File: src/rtl/torpedo_pkg.sv
package torpedo_pkg;
  localparam int unsigned WAIT_TOKEN = 0;
  localparam int unsigned WAIT_DIN   = 1;
  localparam int unsigned WAIT_DOUT  = 2;

  typedef struct packed {
    logic fire;
    logic squash;
  } trp_evt_t;
endpackage

File: src/rtl/trp_eligibility.sv
module trp_eligibility #(
  parameter int unsigned OPC_W    = 3,
  parameter logic [OPC_W-1:0] MOVE_OPC = 3'b001,
  parameter int unsigned WAIT_W   = 3
) (
  input  logic              od_valid,
  input  logic [OPC_W-1:0]  od_opcode,
  input  logic              od_intr,
  input  logic              od_pred,
  input  logic              od_outer_pos,
  input  logic [WAIT_W-1:0] od_wait,
  output logic              interruptible
);
  logic [WAIT_W:0] wait_chain;

  assign wait_chain[0] = 1'b0;
  for (genvar g = 0; g < WAIT_W; g++) begin : g_wait
    assign wait_chain[g+1] = wait_chain[g] | od_wait[g];
  end

  always_comb begin
    interruptible = od_valid && (od_opcode == MOVE_OPC) && od_intr &&
                    od_pred && od_outer_pos && wait_chain[WAIT_W];
  end
endmodule

File: src/rtl/trp_slot.sv
module trp_slot (
  input  logic clk,
  input  logic rst,
  input  logic in_valid,
  input  logic fire,
  output logic in_ready,
  output logic pending
);
  logic accept;
  logic pending_d;

  assign accept = in_valid && in_ready;

  always_comb begin
    pending_d = pending;
    if (fire)        pending_d = 1'b0;
    else if (accept) pending_d = 1'b1;
  end

  always_ff @(posedge clk) begin
    if (rst) begin
      pending  <= 1'b0;
      in_ready <= 1'b1;
    end else begin
      pending  <= pending_d;
      in_ready <= !pending_d;
    end
  end
endmodule

File: src/rtl/trp_fire.sv
module trp_fire
  import torpedo_pkg::*;
(
  input  logic     clk,
  input  logic     rst,
  input  logic     pending,
  input  logic     interruptible,
  input  logic     od_done,
  output logic     fire,
  output trp_evt_t evt_q
);
  assign fire = pending && interruptible;

  always_ff @(posedge clk) begin
    if (rst) begin
      evt_q <= '0;
    end else begin
      evt_q.fire   <= fire;
      evt_q.squash <= fire && od_done;
    end
  end
endmodule

File: src/rtl/torpedo_arbiter.sv
module torpedo_arbiter
  import torpedo_pkg::*;
#(
  parameter int unsigned OPC_W    = 3,
  parameter logic [OPC_W-1:0] MOVE_OPC = 3'b001,
  parameter int unsigned WAIT_W   = 3
) (
  input  logic              clk,
  input  logic              rst,
  input  logic              trp_valid,
  output logic              trp_ready,
  input  logic              od_valid,
  input  logic [OPC_W-1:0]  od_opcode,
  input  logic              od_intr,
  input  logic              od_pred,
  input  logic              od_outer_pos,
  input  logic [WAIT_W-1:0] od_wait,
  input  logic              od_done,
  output logic              loop_clear,
  output logic              od_squash
);
  logic     interruptible;
  logic     pending;
  logic     fire;
  trp_evt_t evt_q;

  trp_eligibility #(.OPC_W(OPC_W), .MOVE_OPC(MOVE_OPC), .WAIT_W(WAIT_W)) u_elig (
    .od_valid      (od_valid),
    .od_opcode     (od_opcode),
    .od_intr       (od_intr),
    .od_pred       (od_pred),
    .od_outer_pos  (od_outer_pos),
    .od_wait       (od_wait),
    .interruptible (interruptible)
  );

  trp_slot u_slot (
    .clk      (clk),
    .rst      (rst),
    .in_valid (trp_valid),
    .fire     (fire),
    .in_ready (trp_ready),
    .pending  (pending)
  );

  trp_fire u_fire (
    .clk           (clk),
    .rst           (rst),
    .pending       (pending),
    .interruptible (interruptible),
    .od_done       (od_done),
    .fire          (fire),
    .evt_q         (evt_q)
  );

  assign loop_clear = evt_q.fire;
  assign od_squash  = evt_q.squash;
endmodule

File: config.mk
export PLATFORM = sky130hd
export DESIGN_NAME = torpedo_arbiter
export DESIGN_NICKNAME = d
export VERILOG_FILES = /design/src/rtl/torpedo_pkg.sv /design/src/rtl/trp_eligibility.sv /design/src/rtl/trp_slot.sv /design/src/rtl/trp_fire.sv /design/src/rtl/torpedo_arbiter.sv
export SDC_FILE = /design/constraint.sdc
export NUM_CORES = 1
export LEC_CHECK = 0
export CORE_AREA = 2 2 39 41
export DETAILED_ROUTE_END_ITERATION = 8
export DIE_AREA = 0 0 41 43
export DONT_BUFFER_PORTS = 1
export SLEW_MARGIN = 20
export SYNTH_ARGS = -nofsm -noshare
export SYNTH_HDL_FRONTEND = slang
export SYNTH_HIERARCHICAL = 1
export SYNTH_SLANG_ARGS = --single-unit
File: constraint.sdc
create_clock -name clk -period 0.84 [get_ports clk]
set_input_delay 0.042 -clock clk [delete_from_list [all_inputs] [get_ports clk]]
set_output_delay 0.042 -clock clk [all_outputs]
set_load 0.1 [all_outputs]
==> run metrics <==
Hold Vio Cnt, Final=0; Synth area leader=dfxtp_1; M1 WL=148 um; Ports=17; core area=1380 um2; Switching Fraction=25.0%; final setup margin=-0.0823 ns; via count=154; CTS max path bufs=2; mapped cell area=149 um2; Hold Path Depth=1; First DRT Iteration DRCs=2; Final HPWL DP=285 um; flop-to-flop setup slack=-0.08 ns; share of layout cells above drive strength 1=56.0%; slowest stage delay, CP=0.34 ns; clock power share=47.9%; synth top area cells=dfxtp_1 (54%), nor3_1 (10%), nand4bb_1 (7.6%), and3b_2 (6.7%), and4b_1 (6.7%); gpl congestion=0.626; PwrDens=1820 nW/um2; Rel. slew slack=79.9%; Max Freq=1080 MHz; root buf cell=clkbuf_4; Synth cell types=9; die area=1760 um2; commonest cells after routing, fill and taps aside=clkbuf_4 (3), dlygate4sd3_1 (3), buf_12 (3), nor3_1 (3), dfxtp_2 (3); hold slack final=0.0258 ns; clk_skew=0.00523 ns; I/O Buffers=0; Placed Area=234 um2; vias in the first global route=152; max_cap viols=0; Worst path slowest cell=or3_1; Cells after Synth=14; first drt pass iteration count=2; final setup vio count=1; CP Class=register to register; status=complete, but fails checks; Yosys reg bits=4; hold worst-path end=u_fire/evt_q[1]$_SDFF_PP0_; part of the cycle the worst path needs=110%; Synth warnings=6; Syn Nets=28; Final Cell Area=307 um2; FF/Latch Area=87.6 um2; Filler cells=153; Arr. time, crit path=1.04 ns; Startpoint Class=register; met2 routed WL=186 um; area of the multi-input gates=75.1 um2; Nets=40; Final ANT Viol Nets=0; Cell Rows=14; Syn Area/Cell=10.6 um2; Slew @ Worst Pin=0.300 ns; WP data required=0.96 ns; RSZ-0062 raised after global routing=true; Area Growth Syn to Fin=106%; failing checks=setup timing; initial antenna violation count=0; total track usage=6.53%; die width=41 um; CTS tree=done; Starting Density=10.8%; Peak VDD IR=0.000724 V; global-route wire length before repair=641 um; Crit Path Max Fanout=2; delay-heaviest family, CP=simple AND/OR/NAND/NOR gates; reg2reg end=u_slot/in_ready$_SDFF_PP1_; Inserted Diodes=0; Clock Sinks=4; Seq/Total Area, Yosys=53.8%; register share of total power=37.1%; Worst-path clk slew=0.04 ns; Routed WL=388 um; Internal=0.419 mW; post-layout util=22.2%; DIE HEIGHT=43 um; combinational share of power=15.0%; P_sw=0.140 mW; H-tree lvl count=1; Synth top area share=53.8%; gr ovfl total=0; number of buffers created by CTS=3; Worst-Skew Late Latency=0.24 ns; Top Metal Used=met3; Bufs and invs on worst path=0; DR WL/cell=9.46 um; largest net degree at the start of global routing=4; CP Launch Point=u_slot/pending$_SDFF_PP0_; leakage=0.120 nW; routed vias/inst=3.76; wire length on met3=53 um; CP cell instances=and2_4 > or3_1; Slew Limit Fails=0; R2R Path Start=u_slot/pending$_SDFF_PP0_; Final min period=0.922 ns; DRC violations left=0; crit end category=register; Hold Path Origin=rst; hold crit path type=input pin to register; worst r2r path cells=2
## worst reg2reg max path, stage by stage, from the launching register on
cell and delay, ns:
dfxtp_2 0.31, and2_4 0.15, or3_1 0.34
## registers in the layout (all words and copies together), names as in the netlist
signal / flops
u_slot/pending: 1
u_fire/evt_q: 2
u_slot/in_ready: 1
## layout make-up
cell class | count | share of cell area, %
multi-input cells | 10 | 24.5
repair buffers | 7 | 31.8
clock buffers | 4 | 8.57
flip-flops and latches | 4 | 28.6
well taps | 16 | 6.53
## logic make-up (layout without fill, tap and decap cells)
family	Yosys count	after routing	share of synthesized area (%)
flip-flops	4	4	53.8
buffers and inverters	0	11	0
AO/OA/AOI/OAI	1	1	3.36
AND/OR/NAND/NOR	9	9	42.9
## routing by layer
| metal | global-route usage [%] | up-vias |
|---|---|---|
| met5 | 0 | - |
| met4 | 6.00 | 0 |
| met3 | 8.38 | 0 |
| met2 | 7.19 | 8 |
| li1 | - | 75 |
| met1 | 5.47 | 71 |
## how the worst max path moves through the flow
stage	cells after the start	slack, ns	to
2_1_floorplan	2	-0.18	u_slot/in_ready$_SDFF_PP1_
3_3_place_gp	4	-0.10	u_slot/in_ready$_SDFF_PP1_
3_5_place_dp	4	-0.1	u_slot/in_ready$_SDFF_PP1_
4_1_cts	2	-0.07	u_slot/in_ready$_SDFF_PP1_
5_1_grt	2	-0.11	u_slot/in_ready$_SDFF_PP1_
6_report	2	-0.08	u_slot/in_ready$_SDFF_PP1_
## synth_stat cells (all sizes together)
cell type and number:
dfxtp 4, nor3 3, a21oi 1, and2 1
and3b 1, and4b 1, nand3 1, nand4bb 1
or3 1
## power groups by stage
| stage | sequential (mW) | clock, mW | combinational, mW |
|---|---|---|---|
| global placement | 0.206 | 0 | 0.0599 |
| finish | 0.207 | 0.268 | 0.0840 |
| CTS | 0.205 | 0.284 | 0.0792 |
| detailed placement | 0.206 | 0 | 0.0600 |
| floorplan | 0.238 | 0 | 0.0141 |
| global route | 0.208 | 0.304 | 0.0893 |
## through the flow
stage | std cells | setup TNS, ns | power [mW] | worst slack, ns
4_1_cts | 41 | -0.0727 | 0.568 | -0.0727
3_3_place_gp | 34 | -0.129 | 0.266 | -0.104
3_5_place_dp | 34 | -0.148 | 0.266 | -0.100
5_1_grt | 41 | -0.113 | 0.601 | -0.111
2_1_floorplan | 14 | -0.182 | 0.252 | -0.182
6_report | 41 | -0.0823 | 0.559 | -0.0823
## what timing repair did
| item | in CTS | in global routing |
|---|---|---|
| hold buffers | 3 | 0 |
| buffers inserted | 0 | 0 |
| pin swaps | 1 | 0 |
| setup endpoints to repair | 2 | 2 |
| resized for setup | 3 | 2 |
| endpoints found under the hold margin | 3 | 0 |
Power figures use the tool's default switching activity.
